--- src/rtl/alu8_csel_pkg.sv ---
package alu8_csel_pkg;

  typedef enum logic [1:0] {
    OP_ADD = 2'b00,
    OP_INV = 2'b01,
    OP_AND = 2'b10,
    OP_IOR = 2'b11
  } alu_op_e;

  // single-bit full adder, sum output
  function automatic logic fa_sum(input logic x, input logic y, input logic c);
    return x ^ y ^ c;
  endfunction

  // single-bit full adder, carry output (majority)
  function automatic logic fa_carry(input logic x, input logic y, input logic c);
    return (x & y) | (x & c) | (y & c);
  endfunction

  // two-way pick used by the carry-select stages
  function automatic logic pick_bit(input logic sel, input logic when0, input logic when1);
    return sel ? when1 : when0;
  endfunction

endpackage

--- src/rtl/alu8_rca_slice.sv ---
module alu8_rca_slice
  import alu8_csel_pkg::*;
#(
  parameter int W = 4
) (
  input  logic [W-1:0] x_i,
  input  logic [W-1:0] y_i,
  input  logic         ci_i,
  output logic [W-1:0] s_o,
  output logic         co_o
);

  logic [W:0] chain;
  assign chain[0] = ci_i;

  for (genvar k = 0; k < W; k++) begin : g_bit
    assign s_o[k]      = fa_sum(x_i[k], y_i[k], chain[k]);
    assign chain[k+1]  = fa_carry(x_i[k], y_i[k], chain[k]);
  end

  assign co_o = chain[W];

  // bitwise ripple chain agrees with whole-word arithmetic
  always_comb begin
    p_slice_sum_r1: assert ({co_o, s_o} == ({1'b0, x_i} + {1'b0, y_i} + {{W{1'b0}}, ci_i}))
      else $error("slice sum mismatch");
  end

endmodule

--- src/rtl/alu8_csel_adder.sv ---
module alu8_csel_adder
  import alu8_csel_pkg::*;
#(
  parameter int WIDTH = 8,
  parameter int SLICE = 4
) (
  input  logic [WIDTH-1:0] a_i,
  input  logic [WIDTH-1:0] b_i,
  input  logic             cin_i,
  output logic [WIDTH-1:0] sum_o,
  output logic             cout_o
);

  localparam int NBLK = WIDTH / SLICE;

  // carry entering each slice; blk_carry[NBLK] is the final carry
  logic [NBLK:0] blk_carry;
  assign blk_carry[0] = cin_i;

  for (genvar g = 0; g < NBLK; g++) begin : g_blk
    if (g == 0) begin : g_low
      alu8_rca_slice #(.W(SLICE)) u_low (
        .x_i (a_i[SLICE-1:0]),
        .y_i (b_i[SLICE-1:0]),
        .ci_i(blk_carry[0]),
        .s_o (sum_o[SLICE-1:0]),
        .co_o(blk_carry[1])
      );
    end else begin : g_dup
      logic [SLICE-1:0] cand_s0, cand_s1;
      logic             cand_c0, cand_c1;

      alu8_rca_slice #(.W(SLICE)) u_c0 (
        .x_i (a_i[g*SLICE +: SLICE]),
        .y_i (b_i[g*SLICE +: SLICE]),
        .ci_i(1'b0),
        .s_o (cand_s0),
        .co_o(cand_c0)
      );

      alu8_rca_slice #(.W(SLICE)) u_c1 (
        .x_i (a_i[g*SLICE +: SLICE]),
        .y_i (b_i[g*SLICE +: SLICE]),
        .ci_i(1'b1),
        .s_o (cand_s1),
        .co_o(cand_c1)
      );

      for (genvar k = 0; k < SLICE; k++) begin : g_pick
        assign sum_o[g*SLICE+k] = pick_bit(blk_carry[g], cand_s0[k], cand_s1[k]);
      end
      assign blk_carry[g+1] = pick_bit(blk_carry[g], cand_c0, cand_c1);

      // assuming carry 1 never yields a smaller 5-bit value than assuming 0
      always_comb begin
        p_cand_order_r8: assert ({cand_c1, cand_s1} == {cand_c0, cand_s0} + 1'b1)
          else $error("carry-select candidates disagree");
      end
    end
  end

  assign cout_o = blk_carry[NBLK];

  // the selected word matches the full-width sum
  always_comb begin
    p_csel_word_r2: assert ({cout_o, sum_o} ==
                            ({1'b0, a_i} + {1'b0, b_i} + {{WIDTH{1'b0}}, cin_i}))
      else $error("carry-select sum mismatch");
  end

endmodule

--- src/rtl/alu8_logic_unit.sv ---
module alu8_logic_unit #(
  parameter int WIDTH = 8
) (
  input  logic [WIDTH-1:0] a_i,
  input  logic [WIDTH-1:0] b_i,
  output logic [WIDTH-1:0] inv_o,
  output logic [WIDTH-1:0] and_o,
  output logic [WIDTH-1:0] ior_o
);

  for (genvar k = 0; k < WIDTH; k++) begin : g_bit
    assign inv_o[k] = ~a_i[k];
    assign and_o[k] = a_i[k] & b_i[k];
    assign ior_o[k] = a_i[k] | b_i[k];
  end

endmodule

--- src/rtl/alu8_csel.sv ---
module alu8_csel
  import alu8_csel_pkg::*;
#(
  parameter int WIDTH = 8,
  parameter int SLICE = 4
) (
  input  logic [WIDTH-1:0] a_i,
  input  logic [WIDTH-1:0] b_i,
  input  logic             cin_i,
  input  logic [1:0]       op_i,
  output logic [WIDTH-1:0] res_o,
  output logic             cout_o
);

  // internal results brought out as named wires
  logic [WIDTH-1:0] add_sum;
  logic             add_carry;
  logic [WIDTH-1:0] inv_res, and_res, ior_res;
  alu_op_e          op_dec;

  assign op_dec = alu_op_e'(op_i);

  alu8_csel_adder #(.WIDTH(WIDTH), .SLICE(SLICE)) u_add (
    .a_i   (a_i),
    .b_i   (b_i),
    .cin_i (cin_i),
    .sum_o (add_sum),
    .cout_o(add_carry)
  );

  alu8_logic_unit #(.WIDTH(WIDTH)) u_log (
    .a_i  (a_i),
    .b_i  (b_i),
    .inv_o(inv_res),
    .and_o(and_res),
    .ior_o(ior_res)
  );

  always_comb begin
    unique case (op_dec)
      OP_ADD:  res_o = add_sum;
      OP_INV:  res_o = inv_res;
      OP_AND:  res_o = and_res;
      default: res_o = ior_res;
    endcase
  end

  assign cout_o = (op_dec == OP_ADD) ? add_carry : 1'b0;

  always_comb begin
    if (op_dec == OP_INV) begin
      p_inv_r3: assert ((res_o ^ a_i) == {WIDTH{1'b1}})
        else $error("inversion result wrong");
    end
    if (op_dec == OP_AND) begin
      p_and_r4: assert (((res_o & ~a_i) == '0) && ((res_o & ~b_i) == '0) &&
                        ((a_i & b_i & ~res_o) == '0))
        else $error("and result wrong");
    end
    if (op_dec == OP_IOR) begin
      p_ior_r5: assert (((a_i & ~res_o) == '0) && ((b_i & ~res_o) == '0) &&
                        ((res_o & ~a_i & ~b_i) == '0))
        else $error("or result wrong");
    end
    if (op_dec != OP_ADD) begin
      p_logic_nocarry_r6: assert (cout_o == 1'b0)
        else $error("carry set on logic op");
    end
  end

endmodule

--- config.mk ---
export PLATFORM = sky130hd
export DESIGN_NAME = alu8_csel
export DESIGN_NICKNAME = d
export VERILOG_FILES = /design/src/rtl/alu8_csel_pkg.sv /design/src/rtl/alu8_rca_slice.sv /design/src/rtl/alu8_csel_adder.sv /design/src/rtl/alu8_logic_unit.sv /design/src/rtl/alu8_csel.sv
export SDC_FILE = /design/constraint.sdc
export NUM_CORES = 1
export LEC_CHECK = 0
export BUFFER_PORTS_ARGS = -buffer_cell sky130_fd_sc_hd__buf_2
export CORE_MARGIN = 4
export CORE_UTILIZATION = 35
export DETAILED_ROUTE_END_ITERATION = 10
export PLACE_DENSITY = 0.59
export SYNTH_ARGS = -nofsm -noshare
export SYNTH_HDL_FRONTEND = slang
export SYNTH_SLANG_ARGS = --single-unit
--- constraint.sdc ---
create_clock -name vclk -period 6.55
set_clock_uncertainty 0.1 [all_clocks]
set_input_delay 0.655 -clock vclk [all_inputs]
set_output_delay 0.655 -clock vclk [all_outputs]
set_load 0.005 [all_outputs]
* After elaboration in Yosys (flattened, before gate mapping)
Cells that the tools add are included.
** Word-level totals
- Input bits :: 19
- Word-level logic and storage cells :: 95
- Flip-flop bits (word level) :: 0
- Output and inout bits :: 9
** Cells by class
- Bitwise logic cells :: 85
- Reduce and logical (&&, ||, !) cells :: 1
- Eq/ne operators :: 2
- Muxes and demuxes :: 7
** Operators by type and width (count)
- $or A1 B1 Y1 :: 30
- $and A1 B1 Y1 :: 28
- $pmux W8 S3 :: 1
- $xor A1 B1 Y1 :: 18
- $not A1 Y1 :: 9
- $mux W1 :: 6
- $eq A2 B1 Y1 const B :: 1
- $eq A2 B2 Y1 const B :: 1
- $logic_not A2 Y1 :: 1

* Logic depth before layout (Yosys ltp)
Gate-level depths: netlist (run 1).
- Depth after elaboration :: 14
- Mapped depth :: 9
- Depth with buffers taken out :: 9

* By module
From an unflattened synthesis (run 1), not the netlist that was laid out.
** Second synthesis, totals
- Cells, all modules :: 84
- Area total of the unflattened synthesis :: 759.5 um^2
** By module, submodules not included
- alu8_rca_slice :: seq. area each 0.0 um^2, area an instance 117.6 um^2, cells an instance 14, times used 3
- alu8_csel :: seq. area each 0.0 um^2, area an instance 203.9 um^2, cells an instance 11, times used 1
- alu8_logic_unit :: seq. area each 0.0 um^2, area an instance 138.9 um^2, cells an instance 24, times used 1
- alu8_csel_adder :: seq. area each 0.0 um^2, area an instance 63.8 um^2, cells an instance 7, times used 1

* Worst setup path after synthesis (run 1)
Ideal clock, no wire load.
- Path kind :: input-to-output
- Start :: input port a_i[0]
- End :: output port res_o[5]
- Path buffers :: 0
- Data required time :: 5.795 ns
- Arrival :: 2.948 ns
- Slack :: 2.847 ns
- Cell stages on the path :: 9
- Cells stage by stage :: fa_1 > inv_1 > fa_1 > fa_1 > fa_1 > nor2b_4 > or2_1 > xnor2_1 > mux4_2
** Between the ends
- Cells in the longest elaborated chain, start to end :: 14
- Elaborated cells on any way between the ends :: 18
- Classes of those cells :: 2 x mux; 16 x bitwise
** Ends and longest elaborated chain
- from (decl) :: RTL line alu8_csel.sv:7 : input logic [WIDTH-1:0] a_i,
- $and A1 B1 Y1 :: RTL line alu8_csel_pkg.sv:17 : return (x & y) | (x & c) | (y & c);
- $or A1 B1 Y1 * (2 in a row) :: RTL line alu8_csel_pkg.sv:17
- $and A1 B1 Y1 :: RTL line alu8_csel_pkg.sv:17
- $or A1 B1 Y1 :: RTL line alu8_csel_pkg.sv:17
- $or A1 B1 Y1 * :: RTL line alu8_csel_pkg.sv:17
- $and A1 B1 Y1 :: RTL line alu8_csel_pkg.sv:17
- $or A1 B1 Y1 :: RTL line alu8_csel_pkg.sv:17
- $or A1 B1 Y1 * :: RTL line alu8_csel_pkg.sv:17
- $and A1 B1 Y1 :: RTL line alu8_csel_pkg.sv:17
- $or A1 B1 Y1 :: RTL line alu8_csel_pkg.sv:17
- $or A1 B1 Y1 * :: RTL line alu8_csel_pkg.sv:17
- $mux W1 * :: RTL line alu8_csel_pkg.sv:22 : return sel ? when1 : when0;
- $pmux W8 S3 * :: RTL line alu8_csel.sv:40 : unique case (op_dec)
- to (decl) :: RTL line alu8_csel.sv:11 : output logic [WIDTH-1:0] res_o,
Mark *: on every way between the ends. The rest lies on a longest branch, timed or not.

* Worst setup path in the final report (run 1)
Ends and elaborated chain as after synthesis.

==> results of run 1 <==
through the flow:
step	setup WS [ns]	power, W	utilization [%]
finish	2.53	0.0000574	44.8
global route	2.43	0.0000660	44.8
CTS	2.51	0.0000588	44.8
detailed placement	2.51	0.0000586	44.8
global placement	2.55	0.0000577	44.8
floorplan	2.85	0.0000391	-
tightest hold or removal path, delay by kind of cell:
family	cells	cell delay [ns]
muxes	1	0.14
AOI/OAI and AO/OA	1	0.06
buffers and inverters	2	0.22
cell families (layout without fill, tap and decap cells):
group           Yosys count  after routing  share of synthesized area (%)
mux                       7              7                           17.0
compound gates           17             17                           14.7
simple gates             11             11                           7.96
fa+ha+maj                21             21                           40.5
buf+inv                  28             52                           15.1
xor+xnor                  4              4                           4.84
synthesized netlist by cell type:
cell / instances
o311ai_2: 1
buf_2: 3
nor2_1: 3
nor2b_4: 1
o31ai_1: 1
a21oi_1: 7
or2_1: 1
o22ai_1: 1
mux4_2: 4
nand2_1: 4
o21ai_0: 4
fa_1: 4
o211ai_1: 2
nor2b_1: 1
inv_1: 24
mux2i_1: 1
mux2_2: 2
ha_1: 17
a31oi_1: 1
nor3_1: 1
xnor2_1: 4
clkbuf_1: 1
metal layers:
layer | GRT usage, % | up-vias | wire length [µm]
met5 | 0 | - | 0
met4 | 0 | 0 | 0
met3 | 0.845 | 0 | 124
met2 | 19.0 | 19 | 577
met1 | 11.7 | 280 | 554
li1 | - | 329 | -
report_power, final:
group / leakage, nW / internal (W) / switching, W / total (W)
clock network: 0 / 0 / 0 / 0
registers: 0 / 0 / 0 / 0
logic: 0.487 / 0.0000305 / 0.0000269 / 0.0000574
total: 0.487 / 0.0000305 / 0.0000269 / 0.0000574
worst paths after layout:
check	endpoint	slack, ns	cells after the start
worst max-delay path	res_o[5]	2.53	11
worst min-delay path	res_o[1]	1.62	4
area by class of cell:
cell class                 instances  area [µm²]
fill                             228        1080
inverter                          24        90.1
multi-input combinational         60         614
tap                               27        33.8
timing repair buffer              28         140
==> metrics.txt, run 1 <==
grt ovf=0; Slew @ Worst Pin=0.354 ns; row cnt=16; Post-CTS Resized=0; P per Cell Area=65.4 mW/mm²; Final Critical Period=4.02 ns; post-DR vias/cell=4.52; Cells after Synth=88; ant diodes=0; RSZ-0062 raised after global routing=no; YS warnings=0; post-synthesis sequential area ratio=0%; Worst path most repeated cell=fa_1; Hold Crit Start=a_i[1]; WP buf/inv=3; Fin Hold WS=between 1.5 and 2 ns; placed standard-cell area=878 µm²; flip-flop and latch count=0; Chip Height=53.5 µm; GRT Total Usage=9.63%; share of the synthesized area in the top cell type=between 20 and 30%; Layout Cells excl Fill=139; peak fanout along the critical path=3; final wirelength=1260 µm; Routed Antenna Nets=0; Post-DP HPWL=approximately 1100 µm; Iteration-0 DRC Markers=2; commonest non-fill, non-tap cell in the layout=buf_2; dpl cells=139; max_cap viols=0; syn avg cell area=8.22 µm²; routed via count=628; vias in the first global route=587; Leak=approximately 0.5 nW; CP top delay family=adder cells; postcts setup bufs=0; Critical Path Max Stage Delay=about 0.45 ns; Final setup viols=0; crit end category=primary output; Min-Delay Path Class=in -> out; Worst Setup SP=a_i[0]; RD Place Congestion=between 0.7 and 0.8; hold-fix buffer count after cts=0; first-pass GRT wire length=2190 µm; layout cells sized above 1=about a third; Setup TNS=0 ns; initial antenna violation count=0; dominant cell type by area after synthesis=ha_1; io pins=28; Design Area, Final=878 µm²; most frequent cells in the layout=buf_2, inv_1, ha_1; final period utilization=61.4%; Final Hold Fails=0; Crit Path Class=in -> out; Area growth syn-to-layout=21.5%; Synthesized Nets=128; Final nets=154; port bufs=28; fmax=roughly 250 MHz; crit path DAT=3.27 ns; Critical Path RT=~5.8 ns; CLK BUF=0; FF/Latch Area=0 µm²; DIE AREA=between 0.002 and 0.003 mm²; drt drc=0; WL/cell=about 9.0 µm; Max Slew Vio Count=0; VDD IR max=29.6 µV; Slew Limit Headroom=76.4%; CP Launch Type=primary input; Synth Cell Area=723 µm²; crit path cell chain=buf_2 > fa_1 > inv_1 > fa_1 > fa_1 > fa_1 > nor2b_4 > or2_1 > xnor2_1 > mux4_2 > buf_2; 1st-pass router iterations=4; main area contributors after synthesis=ha_1, inv_1, mux4_2; CP max-delay cell=mux4_2; Initial Util=36.9%; Core Area=0.00196 mm²; largest net degree at the start of global routing=20; Chip Width=53.5 µm; Distinct cells, synth=22; run status=completed
No activity file was read; power rests on OpenSTA's default activity.
==> inputs of run 2 (changes only) <==
--- a/config.mk
+++ b/config.mk
@@ -5,11 +5,12 @@
 export SDC_FILE = /design/constraint.sdc
 export NUM_CORES = 1
 export LEC_CHECK = 0
+export ABC_AREA = 1
 export BUFFER_PORTS_ARGS = -buffer_cell sky130_fd_sc_hd__buf_2
 export CORE_MARGIN = 4
 export CORE_UTILIZATION = 35
 export DETAILED_ROUTE_END_ITERATION = 10
-export PLACE_DENSITY = 0.59
+export PLACE_DENSITY = 0.61
 export SYNTH_ARGS = -nofsm -noshare
 export SYNTH_HDL_FRONTEND = slang
 export SYNTH_SLANG_ARGS = --single-unit
==> constraint.sdc (replaced) <==
create_clock -name vclk -period 3.55
set_clock_uncertainty 0.1 [all_clocks]
set_input_delay 0.355 -clock vclk [all_inputs]
set_output_delay 0.355 -clock vclk [all_outputs]
set_load 0.005 [all_outputs]
==> run 2 against run 1 <==
Cell area increased by 2.3%. Total power increased by 87%. Synthesized area increased by 0.17%. First-iteration DRC count increased to 7.5 times the previous value. Highest routed layer unchanged. Critical path depth increased by 1.
==> metrics.txt, run 2 <==
run status=completed; vias in the first global route=between 700 and 800; FF/Latch Area=0 µm²; Crit Path Class=in -> out; share of the synthesized area in the top cell type=29.4%; most frequent cells in the layout=buf_2, inv_1, nand2_1; Critical Path Max Stage Delay=0.48 ns; leading post-synthesis cells by instance count=inv_1, nand2_1, ha_1; Worst path most repeated cell=fa_1; routed via count=792; Final nets=180; grt ovf=0; crit path DAT=roughly 2.6 ns; GRT Total Usage=12.6%; CP Launch Type=primary input; Final Critical Period=3.07 ns; port bufs=28; Iteration-0 DRC Markers=15; Post-DP HPWL=1480 µm; Leak=0.548 nW; commonest non-fill, non-tap cell in the layout=buf_2; first-pass GRT wire length=2840 µm; WP buf/inv=3; Setup TNS=0 ns; post-DR vias/cell=4.80; Layout Cells excl Fill=165; CLK BUF=0; Chip Width=53.5 µm; hold-fix buffer count after cts=0; largest net degree at the start of global routing=9; Fin Hold WS=between 1 and 1.5 ns; Cells after Synth=110; Min-Delay Path Class=in -> out; main area contributors after synthesis=ha_1, inv_1, fa_1; RD Place Congestion=0.807; crit end category=primary output; CP max-delay cell=fa_1; initial antenna violation count=0; Distinct cells, synth=23; flip-flop and latch count=0; Slew Limit Headroom=77.5%; final period utilization=86.4%; dominant cell type by area after synthesis=ha_1; 1st-pass router iterations=4; syn avg cell area=6.59 µm²; final wirelength=1660 µm; ant diodes=0; crit path cell chain=buf_2 > fa_1 > inv_1 > fa_1 > fa_1 > fa_1 > nand2_1 > o21ai_0 > a21oi_1 > o21ai_0 > a22oi_1 > buf_2; row cnt=16; Final setup viols=0; DIE AREA=0.00286 mm²; postcts setup bufs=0; peak fanout along the critical path=6; max_cap viols=0; P per Cell Area=120 mW/mm²; drt drc=0; CP top delay family=adder cells; Critical Path RT=3.09 ns; YS warnings=0; fmax=326 MHz; dpl cells=approximately 170; RSZ-0062 raised after global routing=no; layout cells sized above 1=26.1%; Max Slew Vio Count=0; Routed Antenna Nets=0; Area growth syn-to-layout=24.0%; io pins=28; Final Hold Fails=0; Chip Height=53.5 µm; WL/cell=10.1 µm; Synth Cell Area=724 µm²; Initial Util=a little under two fifths; Synthesized Nets=150; Slew @ Worst Pin=0.337 ns; Core Area=0.00196 mm²; VDD IR max=between 40 and 50 µV; Post-CTS Resized=0; most frequent cell after synthesis=inv_1; post-synthesis sequential area ratio=0%
run 2: stage by stage:
step           power [W]  util, %  instance area (µm²)  setup slack [ns]
2_1_floorplan  0.0000674        -                  724             0.836
3_3_place_gp    0.000105     45.8                  898             0.506
3_5_place_dp    0.000109     45.8                  898             0.471
4_1_cts         0.000109     45.8                  898             0.468
5_1_grt         0.000125     45.8                  898             0.270
6_report        0.000107     45.8                  898             0.482
run 2: cells by family (layout without fill, tap and decap cells):
group                    count (synthesis)  count (layout)  share of synthesized area [%]
AO/OA/AOI/OAI                           18              18                           17.8
buffers and inverters                   29              57                           15.0
adder cells (fa/ha/maj)                 21              21                           40.4
AND/OR/NAND/NOR                         41              41                           25.6
XOR/XNOR                                 1               1                           1.21
run 2: per-layer routing:
| metal | GRT usage (%) | wire length, µm | vias to the layer above |
|---|---|---|---|
| li1 | - | - | 409 |
| met1 | 14.8 | 705 | 364 |
| met2 | 23.7 | 886 | 19 |
| met3 | 1.41 | 72 | 0 |
| met4 | 2.98 | 0 | 0 |
| met5 | 0 | 0 | - |
run 2: cell type report:
cell class | count | area [µm²]
well taps | 27 | 33.8
repair buffers | 28 | 140
fillers | 226 | 1060
inverters | 29 | 109
multi-input cells | 81 | 616
run 2: worst paths after layout:
check             slack, ns   start  endpoint  depth (start not counted)
setup / recovery       0.48  a_i[0]  res_o[5]                         12
hold / removal         1.03  a_i[6]  res_o[6]                          5
run 2: report_power, final:
group | internal (W) | switching [W]
Sequential | 0 | 0
Combinational | 0.0000479 | 0.0000596
Clock | 0 | 0
